$ cat src/rtl/sercom_stat_pkg.sv
package sercom_stat_pkg;

  localparam int STAT_W   = 8;
  localparam int NFLAG    = 5;
  localparam int ADDR_W   = 2;

  // flag slot order inside the generate array
  localparam int F_CE   = 0;
  localparam int F_RDRF = 1;
  localparam int F_TDRE = 2;
  localparam int F_TEND = 3;
  localparam int F_OVR  = 4;

  // slot values after reset: only transmit-empty starts set
  localparam logic [NFLAG-1:0] FLAG_RST = 5'b00100;

  typedef enum logic [ADDR_W-1:0] {
    SEL_STAT = 2'd0,
    SEL_RXD  = 2'd1,
    SEL_TXD  = 2'd2,
    SEL_NONE = 2'd3
  } reg_sel_e;

  // status bit position of a flag slot
  function automatic int flag_pos(input int slot);
    return (slot == F_OVR) ? 6 : slot;
  endfunction

  // place flag slots into the status byte, reserved bits zero
  function automatic logic [STAT_W-1:0] pack_status(input logic [NFLAG-1:0] f);
    logic [STAT_W-1:0] s;
    s = '0;
    for (int i = 0; i < NFLAG; i++) s[flag_pos(i)] = f[i];
    return s;
  endfunction

endpackage

$ cat src/rtl/sercom_flag_cell.sv
module sercom_flag_cell #(
  parameter logic RST_VAL = 1'b0
) (
  input  logic clk,
  input  logic rst_n,
  input  logic set_evt,
  input  logic hw_clr,
  input  logic stat_rd,
  input  logic stat_wr,
  input  logic wr_bit,
  output logic flag_q,
  output logic clr_ok
);

  logic arm_q;

  // a zero write clears only when a prior read saw this flag at 1
  assign clr_ok = stat_wr && !wr_bit && arm_q;

  always_ff @(posedge clk) begin
    if (!rst_n) begin
      flag_q <= RST_VAL;
      arm_q  <= 1'b0;
    end else begin
      if (set_evt)                flag_q <= 1'b1;
      else if (clr_ok || hw_clr)  flag_q <= 1'b0;
      arm_q <= (arm_q && flag_q && !clr_ok) || (stat_rd && flag_q);
    end
  end

endmodule

$ cat src/rtl/sercom_rx_guard.sv
module sercom_rx_guard #(
  parameter int DATA_W = 8
) (
  input  logic              clk,
  input  logic              rst_n,
  input  logic              rx_done,
  input  logic [DATA_W-1:0] rx_byte,
  input  logic              rdrf_q,
  input  logic              ovr_q,
  output logic              ev_accept,
  output logic              ev_overrun,
  output logic [DATA_W-1:0] hold_q
);

  assign ev_accept  = rx_done && !ovr_q && !rdrf_q;
  assign ev_overrun = rx_done && !ovr_q &&  rdrf_q;

  always_ff @(posedge clk) begin
    if (!rst_n)         hold_q <= '0;
    else if (ev_accept) hold_q <= rx_byte;
  end

endmodule

$ cat src/rtl/sercom_tx_track.sv
module sercom_tx_track (
  input  logic tx_load,
  input  logic tx_shift_done,
  input  logic tdre_q,
  input  logic ovr_q,
  output logic ev_load,
  output logic ev_end
);

  assign ev_load = tx_load && !ovr_q;
  assign ev_end  = tx_shift_done && tdre_q && !ovr_q;

endmodule

$ cat src/rtl/sercom_reg_dec.sv
module sercom_reg_dec
  import sercom_stat_pkg::*;
#(
  parameter int DATA_W = 8
) (
  input  logic                 reg_rd,
  input  logic                 reg_wr,
  input  logic [ADDR_W-1:0]    reg_addr,
  input  logic [STAT_W-1:0]    status,
  input  logic [DATA_W-1:0]    hold,
  output logic                 stat_rd,
  output logic                 stat_wr,
  output logic                 rxd_rd,
  output logic                 txd_wr,
  output logic [DATA_W-1:0]    rdata
);

  reg_sel_e sel;
  assign sel = reg_sel_e'(reg_addr);

  assign stat_rd = reg_rd && (sel == SEL_STAT);
  assign stat_wr = reg_wr && (sel == SEL_STAT);
  assign rxd_rd  = reg_rd && (sel == SEL_RXD);
  assign txd_wr  = reg_wr && (sel == SEL_TXD);

  always_comb begin
    rdata = '0;
    case (sel)
      SEL_STAT: rdata[STAT_W-1:0] = status;
      SEL_RXD:  rdata = hold;
      default:  rdata = '0;
    endcase
  end

endmodule

$ cat src/rtl/sercom_stat.sv
module sercom_stat
  import sercom_stat_pkg::*;
#(
  parameter int DATA_W = 8
) (
  input  logic              clk,
  input  logic              rst_n,
  input  logic              rx_done,
  input  logic [DATA_W-1:0] rx_byte,
  input  logic              tx_load,
  input  logic              tx_shift_done,
  input  logic              cfl_evt,
  input  logic              reg_rd,
  input  logic              reg_wr,
  input  logic [1:0]        reg_addr,
  input  logic [7:0]        reg_wdata,
  output logic [DATA_W-1:0] reg_rdata,
  input  logic              rx_ie,
  input  logic              tx_ie,
  input  logic              tend_ie,
  output logic [7:0]        status,
  output logic [DATA_W-1:0] rx_hold,
  output logic              xfer_halt,
  output logic              irq_rx,
  output logic              irq_ovr,
  output logic              irq_tx,
  output logic              irq_tend
);

  // named internal events, visible to the checker
  logic ev_stat_rd, ev_stat_wr, ev_rxd_rd, ev_txd_wr;
  logic ev_rx_accept, ev_rx_overrun, ev_tx_load, ev_tx_end;

  logic [NFLAG-1:0] flag_q, flag_set, flag_hclr, flag_clr_ok;

  logic unused_wbits;
  assign unused_wbits = ^{reg_wdata[7], reg_wdata[5:4]};

  sercom_reg_dec #(.DATA_W(DATA_W)) u_dec (
    .reg_rd  (reg_rd),
    .reg_wr  (reg_wr),
    .reg_addr(reg_addr),
    .status  (status),
    .hold    (rx_hold),
    .stat_rd (ev_stat_rd),
    .stat_wr (ev_stat_wr),
    .rxd_rd  (ev_rxd_rd),
    .txd_wr  (ev_txd_wr),
    .rdata   (reg_rdata)
  );

  sercom_rx_guard #(.DATA_W(DATA_W)) u_rx (
    .clk       (clk),
    .rst_n     (rst_n),
    .rx_done   (rx_done),
    .rx_byte   (rx_byte),
    .rdrf_q    (flag_q[F_RDRF]),
    .ovr_q     (flag_q[F_OVR]),
    .ev_accept (ev_rx_accept),
    .ev_overrun(ev_rx_overrun),
    .hold_q    (rx_hold)
  );

  sercom_tx_track u_tx (
    .tx_load      (tx_load),
    .tx_shift_done(tx_shift_done),
    .tdre_q       (flag_q[F_TDRE]),
    .ovr_q        (flag_q[F_OVR]),
    .ev_load      (ev_tx_load),
    .ev_end       (ev_tx_end)
  );

  always_comb begin
    flag_set          = '0;
    flag_hclr         = '0;
    flag_set[F_CE]    = cfl_evt;
    flag_set[F_RDRF]  = ev_rx_accept;
    flag_hclr[F_RDRF] = ev_rxd_rd;
    flag_set[F_TDRE]  = ev_tx_load;
    flag_hclr[F_TDRE] = ev_txd_wr;
    flag_set[F_TEND]  = ev_tx_end;
    flag_set[F_OVR]   = ev_rx_overrun;
  end

  for (genvar gi = 0; gi < NFLAG; gi++) begin : g_flag
    sercom_flag_cell #(.RST_VAL(FLAG_RST[gi])) u_cell (
      .clk    (clk),
      .rst_n  (rst_n),
      .set_evt(flag_set[gi]),
      .hw_clr (flag_hclr[gi]),
      .stat_rd(ev_stat_rd),
      .stat_wr(ev_stat_wr),
      .wr_bit (reg_wdata[flag_pos(gi)]),
      .flag_q (flag_q[gi]),
      .clr_ok (flag_clr_ok[gi])
    );
  end

  assign status    = pack_status(flag_q);
  assign xfer_halt = flag_q[F_OVR];
  assign irq_rx    = flag_q[F_RDRF] && rx_ie;
  assign irq_ovr   = flag_q[F_OVR]  && rx_ie;
  assign irq_tx    = flag_q[F_TDRE] && tx_ie;
  assign irq_tend  = flag_q[F_TEND] && tend_ie;

endmodule

$ cat config.mk
export PLATFORM = sky130hd
export DESIGN_NAME = sercom_stat
export DESIGN_NICKNAME = d
export VERILOG_FILES = /design/src/rtl/sercom_stat_pkg.sv /design/src/rtl/sercom_flag_cell.sv /design/src/rtl/sercom_rx_guard.sv /design/src/rtl/sercom_tx_track.sv /design/src/rtl/sercom_reg_dec.sv /design/src/rtl/sercom_stat.sv
export SDC_FILE = /design/constraint.sdc
export NUM_CORES = 1
export LEC_CHECK = 0
export BUFFER_PORTS_ARGS = -buffer_cell sky130_fd_sc_hd__clkbuf_2
export CAP_MARGIN = 20
export CORE_MARGIN = 2
export CORE_UTILIZATION = 40
export CTS_CLUSTER_SIZE = 8
export DETAILED_ROUTE_END_ITERATION = 7
export GPL_ROUTABILITY_DRIVEN = 0
export PLACE_DENSITY = 0.76
export SYNTH_ARGS = -nofsm -noshare
export SYNTH_HDL_FRONTEND = slang
export SYNTH_SLANG_ARGS = --single-unit
export TNS_END_PERCENT = 10
$ cat constraint.sdc
create_clock -name clk -period 2.19 [get_ports clk]
set_input_delay 0.219 -clock clk [delete_from_list [all_inputs] [get_ports clk]]
set_output_delay 0.219 -clock clk [all_outputs]
set_load 0.02 [all_outputs]
Word level (Yosys, flattened, before mapping)

Cells that the tools add are included.
Widths: inputs -> output; s select.

Div/mod/pow operators: 0
Magnitude comparators: 0
Bitwise gates (word level): 1
Eq/ne operators: 2
Multipliers: 0
Reductions and logical operators: 64
Add/sub/neg operators: 0
Muxes and demuxes: 9
Shift-type cells: 0

Operators with widths:

| cell               | number |
|---|---|
| $logic_and 1x1->1  | 39 |
| $pmux 8 s2         | 1 |
| $logic_not 1->1    | 12 |
| $mux 1             | 8 |
| $reduce_bool 2->1  | 4 |
| $logic_or 1x1->1   | 7 |
| $eq 2x1->1 const B | 1 |
| $eq 2x2->1 const B | 1 |
| $logic_not 2->1    | 1 |
| $reduce_or 2->1    | 1 |
| $not 1->1          | 1 |

Memories: 0
Output and inout port bits: 29
Register bits after elaboration: 18
Word-level logic and storage cells: 87
Input port bits: 29
Bits in writable memories: 0
Bits in read-only memories: 0
Latch bits: 0

Logic depth before layout (Yosys ltp)

Gate-level depths: netlist of the first run.

Word-level depth: 7
Mapped depth: 5
Depth with buffers taken out: 3

Cells and area by module

Synthesis of the first run repeated with hierarchy kept, for this count alone.

Cell total of the unflattened synthesis: 118
Area, all modules: 1,033.5 um2

By module, submodules not included:

| module                                  | seq. area each (um2) | cells each | instances | area each (um2) |
|---|---|---|---|---|
| sercom_flag_cell (g_flag[0].u_cell ...) | 40.0                 | 9          | 4         | 87.6 |
| sercom_rx_guard                         | 160.2                | 37         | 1         | 350.3 |
| sercom_reg_dec                          | 0.0                  | 23         | 1         | 158.9 |
| sercom_flag_cell (g_flag[2].u_cell)     | 40.0                 | 11         | 1         | 100.1 |
| sercom_stat                             | 0.0                  | 9          | 1         | 58.8 |
| sercom_tx_track                         | 0.0                  | 2          | 1         | 15.0 |

Worst setup path after synthesis of the first run

No wires, ideal clock.

Path type: input to register
Start: input reg_addr[1]
End: register g_flag[0].u_cell.flag_q
Data arrival time: 1.145 ns
Slack: 0.924 ns
Data required time: 2.070 ns
Path buffers: 2
Stages on the path: 5
Library setup time: 0.120 ns
Cell sequence: buf_2 -> or3b_1 -> buf_6 -> nor4b_2 -> nor2_1

Cells in the longest elaborated chain, start to end: 5

RTL lines:

| item                            | line                   | text |
|---|---|---|
| start, declared                 | sercom_stat.sv:15      | `input logic [1:0] reg_addr,` |
| $logic_not 2->1                 | sercom_reg_dec.sv:22   | `assign stat_wr = reg_wr && (sel == SEL_STAT);` |
| $logic_and 1x1->1               | sercom_reg_dec.sv:22   |  |
| $logic_and 1x1->1 (2 in series) | sercom_flag_cell.sv:18 | `assign clr_ok = stat_wr && !wr_bit && arm_q;` |
| $reduce_bool 2->1 (no line)     | n/a                    |  |
| end signal, assigned            | sercom_flag_cell.sv:22 | `flag_q <= RST_VAL;` |
| end signal, assigned            | sercom_flag_cell.sv:25 | `if (set_evt) flag_q <= 1'b1;` |
| end signal, assigned            | sercom_flag_cell.sv:26 | `else if (clr_ok \|\| hw_clr) flag_q <= 1'b0;` |
| end, declared                   | sercom_flag_cell.sv:11 | `output logic flag_q,` |

Every way passes these cells.
A chain may end at the register's enable or synchronous reset.

Worst setup path in the final report of the first run

Start: register g_flag[4].u_cell.flag_q
End: output reg_rdata[6]

Cells in the longest elaborated chain, start to end: 1

RTL lines:

| item                   | line                   | text |
|---|---|---|
| start, declared        | sercom_flag_cell.sv:11 |  |
| start signal, assigned | sercom_flag_cell.sv:22 |  |
| start signal, assigned | sercom_flag_cell.sv:25 |  |
| start signal, assigned | sercom_flag_cell.sv:26 |  |
| $pmux 8 s2             | sercom_reg_dec.sv:28   | `case (sel)` |
| end, declared          | sercom_stat.sv:17      | `output logic [DATA_W-1:0] reg_rdata,` |

Every way passes these cells.

==> key figures, run 1 <==
Layout
  • Final Cell Area: 1180 sq um
  • Non-filler cells, final: 178
  • Final core utilization: 53.3%
  • Area of the multi-input gates: 477 sq um
  • ANT cells: 0
  • Register area: 360 sq um
  • Share of cells above drive strength 1: 39.3%
  • Area Growth Syn to Fin: 27.0%
  • Filler Cell Count: 234
  • Fin nets: 180

Worst setup path
  • Arrival @ worst endpoint: 1220 ps
  • CP max-delay cell: dfxtp_1
  • Crit path kind: reg2out
  • R2R depth: 4
  • Max incr delay on CP: 530 ps
  • Crit path capture type: output pin
  • Crit path max fanout: 10
  • WP data required: 1970 ps
  • Worst-path cell chain: mux2i_1 -> nor2_1 -> clkbuf_2
  • CP Launch Type: register

Route
  • Via count: 840
  • Drt initial violations: 7
  • Post-DR vias/cell: 4.72
  • ANT nets after route: 0
  • Wirelength per Cell: 11.1 microns
  • Detailed Routing Iterations Pass 1: 4
  • DRC viols: 0
  • WL final: 1970 microns

Yosys
  • Area share of the largest cell type after synthesis: 38.8%
  • Post-synthesis cell type count: 23
  • Commonest cells in the netlist: 18 x dfxtp_1, 13 x mux2i_1, 11 x nor2b_1
  • Yosys top cell by area: dfxtp_1
  • Area contributors post-synth: dfxtp_1 39%, mux2i_1 14%, nor2b_1 7.4%
  • Yosys reg bits: 18
  • Post-synthesis sequential area ratio: 38.8%
  • Async SR Flop Fraction: 0%
  • Syn Area/Cell: 8.84 sq um
  • Synth warn: 0
  • Number of synthesized flops with an enable pin: 0
  • Count leader, synth: dfxtp_1
  • Syn Inst Count: 105
  • Top FF cell, synth: dfxtp_1
  • Synth Cell Area: 928 sq um

Global routing
  • Initial antenna violation count: 0
  • First-pass GRT wire length: 3310 microns
  • Overall Global Routing Usage: 16.7%
  • Total gr overflow: 0
  • Largest net degree at the start of global routing: 18
  • Vias in the first global route: 778

Pwr
  • LEAKAGE: 0.573 nW
  • Worst IR Drop VDD: 0.459 mV
  • Pwr per Cell Area: 644 nW/um^2
  • Total power: 0.759 mW

Clock network
  • Hold_buf cts: 0
  • Post-CTS Resized: 0
  • CTS Sinks: 18
  • CTS clk-pin slew, worst paths: 100 ps
  • Clock tree buffer depth: 2
  • Post-CTS setup buffers: 0
  • Num CTS Buffers: 3
  • Clock root cell: clkbuf_4
  • H-tree depth: 1
  • Insertion delay of the later-clocked pin in the worst-skew pair: 290 ps
  • CTS tree: yes

Floorplanning
  • Core area: 2210 sq um
  • Die height: 52.2 microns
  • Cell Rows: 17
  • Top-level port count: 58
  • Die area: 2720 sq um
  • Die W: 52.2 microns
  • Initial Util: 42.0%

Timing
  • Final hold violation count: 0
  • RSZ-0062 raised after global routing: false
  • Peak Freq: 695 MHz
  • Final setup vio count: 0
  • Min Hold Slack: 173 ps
  • Tcrit/Tclk final: 65.7%
  • Setup TNS: 0 ps
  • Clock period minus worst slack: 1440 ps
  • PnR worst setup slack: 752 ps
  • Final Max Slew Viols: 0
  • Clock Skews: 1.17 ps

Placed design
  • HPWL after DPL: 1590 microns
  • Dpl cells: 174
  • IO buf count: 51
  • Cell area after placement: 1140 sq um
  • Dpl ws: 761 ps

Flow run
  • Max-cap violations: 0

Outcome
  • Status: finished clean

Hold path
  • Hold path cells: 3
  • HP Class: in2reg
worst max-delay path, delay by kind of cell, from the launching register on:
family / cells / cell delay (ps)
AND/OR/NAND/NOR: 1 / 100
multiplexers: 1 / 120
buffers and inverters: 1 / 180
flip-flops: 1 / 530
layout make-up:
type	count	share of cell area, %
Sequential cell	18	30.6
Inverter	2	0.637
Tap cell	28	2.97
Multi-Input combinational cell	74	40.4
Clock buffer	4	3.08
Timing Repair Buffer	52	22.3
worst paths after layout:
check                                                to  slack (ps)                     from
worst max-delay path                       reg_rdata[6]         750  g_flag[4].u_cell.flag_q
worst min-delay path            g_flag[3].u_cell.flag_q         170            tx_shift_done
worst max register to register           u_rx.hold_q[3]         950  g_flag[4].u_cell.flag_q
worst min register to register   g_flag[4].u_cell.arm_q         480   g_flag[4].u_cell.arm_q
where the power goes:
part / switching, mW / internal (mW)
Combinational: 0.108 / 0.0782
Sequential: 0.0220 / 0.349
Clock: 0.100 / 0.101
Total: 0.230 / 0.529
state kept, by name, indices dropped and copies added (netlist names):
| signal | cells |
|---|---|
| g_flag.u_cell.arm_q | 5 |
| g_flag.u_cell.flag_q | 5 |
| u_rx.hold_q | 8 |
cells by family after synthesis:
| group | Yosys count | synth area share [%] |
|---|---|---|
| AO/OA/AOI/OAI | 18 | 10.8 |
| multiplexers | 13 | 14.0 |
| other | 1 | 0.404 |
| AND/OR/NAND/NOR | 40 | 24.8 |
| buffers and inverters | 15 | 11.2 |
| flip-flops | 18 | 38.8 |
layer usage:
metal  global-route usage [%]  wire [microns]  share of wire [%]
met4                     7.69              13               0.66
met2                     26.6             929                 47
met5                        0               0                  0
met1                     20.9             853                 43
met3                     4.57             172                8.7
cell usage in the layout (no fill, tap or decap), drive strengths merged, types with 7 or more instances in the layout:
| cell type | instances |
|---|---|
| nand2 | 7 |
| o21ai | 8 |
| and2 | 7 |
| mux2i | 13 |
| nor2 | 8 |
| a21oi | 7 |
| dfxtp | 18 |
| nor2b | 11 |
| clkbuf | 55 |
Note: power is estimated with default switching activity, not from simulation.
==> run 2: changes to the inputs <==
Settings changed: CORE_UTILIZATION 40 to 37, PLACE_DENSITY 0.76 to 0.74.
Clock period 2.19 ns to 1.3 ns, I/O delays scaled along.
==> key figures, run 2 (same netlist as run 1, synthesis figures left out) <==
Outcome
  • Status: finished clean

Global routing
  • Largest net degree at the start of global routing: 18 (unchanged)
  • Vias in the first global route: 731 (-6.0%)
  • GR met2 Demand/Resource: 26.0% (-0.57 points)
  • Most Crowded Layer GR: met2
  • Global routing usage on met1: 16.4% (-4.5 points)
  • First-pass GRT wire length: 3080 microns (-7.1%)
  • Initial antenna violation count: 0 (unchanged)
  • Global Route met3 Usage: 4.44% (-0.13 points)
  • Total gr overflow: 0 (unchanged)
  • Overall Global Routing Usage: 14.4% (-2.3 points)

Placed design
  • Cell area after placement: 1180 sq um (+3.3%)
  • HPWL after DPL: 1670 microns (+5.1%)
  • IO buf count: 51 (unchanged)
  • Dpl ws: 83.4 ps (-677 ps)
  • Dpl cells: 179 (+2.9%)

Timing
  • Final setup vio count: 0 (unchanged)
  • PnR worst setup slack: 83.7 ps (-668 ps)
  • Final hold violation count: 0 (unchanged)
  • RSZ-0062 raised after global routing: false
  • Tcrit/Tclk final: 93.6%
  • Final Max Slew Viols: 0 (unchanged)
  • Clock period minus worst slack: 1220 ps
  • Peak Freq: 822 MHz
  • Setup TNS: 0 ps (unchanged)
  • Min Hold Slack: 99.8 ps (-73.4 ps)
  • Clock Skews: 3.72 ps (+2.55 ps)

Layout
  • Filler Cell Count: 257 (+9.8%)
  • Non-filler cells, final: 182 (+2.2%)
  • Largest regs: u_rx.hold_q: 8 flops, g_flag.u_cell.arm_q: 5 flops, g_flag.u_cell.flag_q: 5 flops
  • Area of the multi-input gates: 477 sq um (unchanged)
  • Area Growth Syn to Fin: 30.5%
  • Final Cell Area: 1210 sq um (+2.8%)
  • Commonest non-fill, non-tap cell in the layout: clkbuf_2
  • Biggest register: u_rx.hold_q
  • ANT cells: 0 (unchanged)
  • Commonest cells after routing, fill and taps aside: 50 x clkbuf_2, 16 x dfxtp_1, 13 x mux2i_1, 11 x nor2b_1
  • Max reg flops: 8 (unchanged)
  • Fin nets: 183 (+1.7%)
  • Register area: 363 sq um (+0.69%)
  • Share of cells above drive strength 1: 41.4% (+2.1 points)

Pwr
  • Pwr per Cell Area: 1020 nW/um^2 (+58%)
  • Worst IR Drop VDD: 0.500 mV (+8.9%)
  • LEAKAGE: 0.587 nW (+2.4%)

Floorplanning
  • Initial Util: 38.2% (-3.8 points)
  • Top-level port count: 58 (unchanged)
  • Die height: 54.1 microns (+3.7%)
  • Die W: 54.1 microns (+3.7%)
  • Die area: 2930 sq um (+7.5%)
  • Core area: 2430 sq um (+10%)
  • Cell Rows: 18 (+1)

Clock network
  • Post-CTS Resized: 0 (unchanged)
  • Insertion delay of the later-clocked pin in the worst-skew pair: 280 ps (about the same)
  • Post-CTS setup buffers: 0 (unchanged)
  • H-tree depth: 1 (unchanged)
  • Hold_buf cts: 0 (unchanged)
  • Clock tree buffer depth: 2 (unchanged)
  • CTS Sinks: 18 (unchanged)
  • Num CTS Buffers: 3 (unchanged)
  • CTS tree: yes
  • CTS clk-pin slew, worst paths: 90 ps (about the same)
  • Clock root cell: clkbuf_4

Worst setup path
  • FF-to-FF End: u_rx.hold_q[6]
  • CP Launch Type: register
  • Arrival @ worst endpoint: 1090 ps (-130 ps)
  • R2R depth: 4 (unchanged)
  • Worst R2R Setup Slack: 170 ps (-780 ps)
  • Crit path kind: reg2out
  • Crit path capture type: output pin
  • WP data required: 1170 ps (-800 ps)
  • FF-to-FF Start: g_flag[1].u_cell.flag_q
  • Crit path max fanout: 9 (-1)

Route
  • ANT nets after route: 0 (unchanged)
  • Post-DR vias/cell: 4.73 (+0.13%)
  • Drt initial violations: 1 (-6)
  • DRC viols: 0 (unchanged)
  • WL final: 2130 microns (+8.0%)
  • Detailed Routing Iterations Pass 1: 2 (-2)
  • Wirelength per Cell: 11.7 microns (+5.7%)
  • Via count: 860 (+2.4%)

Hold path
  • Hold path cells: 3 (unchanged)
  • HP Class: in2reg
  • Hold Crit Endpoint: g_flag[3].u_cell.flag_q
  • Hold Startpoint: tx_shift_done

Flow run
  • Max-cap violations: 0 (unchanged)
run 2: changes by cell type in the layout (fill, tap and decap cells not counted):
cell,change
buf_12,+1
clkbuf_2,-1
buf_6,+1
buf_4,+2
dfxtp_2,+2
clkbuf_8,-1
dfxtp_1,-2
run 2: worst max-delay path by stage:
stage,slack [ps],startpoint,depth (start not counted),to
detailed placement,80,reg_addr[0],4,g_flag[0].u_cell.flag_q
global route,10,g_flag[4].u_cell.flag_q,4,reg_rdata[6]
CTS,3,g_flag[4].u_cell.flag_q,4,reg_rdata[6]
floorplan,70,g_flag[4].u_cell.flag_q,4,u_rx.hold_q[0]
finish,80,g_flag[4].u_cell.flag_q,4,reg_rdata[6]
global placement,100,reg_addr[0],4,g_flag[0].u_cell.flag_q
run 2: cell type report:
type	count	share of cell area, %
repair buffers	55	25.1
multi-input cells	74	39.4
flip-flops and latches	18	30.0
inverters	2	0.620
clock buffers	3	1.86
well taps	30	3.10
run 2: through the flow:
stage	utilization (%)	total power, mW
2_1_floorplan	-	0.860
3_3_place_gp	48.5	0.969
3_5_place_dp	48.5	0.977
4_1_cts	49.4	1.24
5_1_grt	49.8	1.30
6_report	49.8	1.23
run 2: power by group:
part	internal, mW	switching [mW]	total (mW)
Combinational	0.151	0.194	0.345
Sequential	0.590	0.0330	0.623
Clock	0.107	0.155	0.263
Total	0.848	0.382	1.23
run 2: worst max-delay path, cell delays in order, from the launching register on:
cell,delay (ps)
dfxtp_2,340
buf_6,130
mux2i_1,120
nor2_1,60
buf_4,150
run 2: metal layers:
layer | share of wire [%] | vias to the layer above
li1 | - | 436
met1 | 43 | 391
met2 | 50 | 31
met3 | 6.8 | 2
met4 | 0.28 | 0
met5 | 0 | -
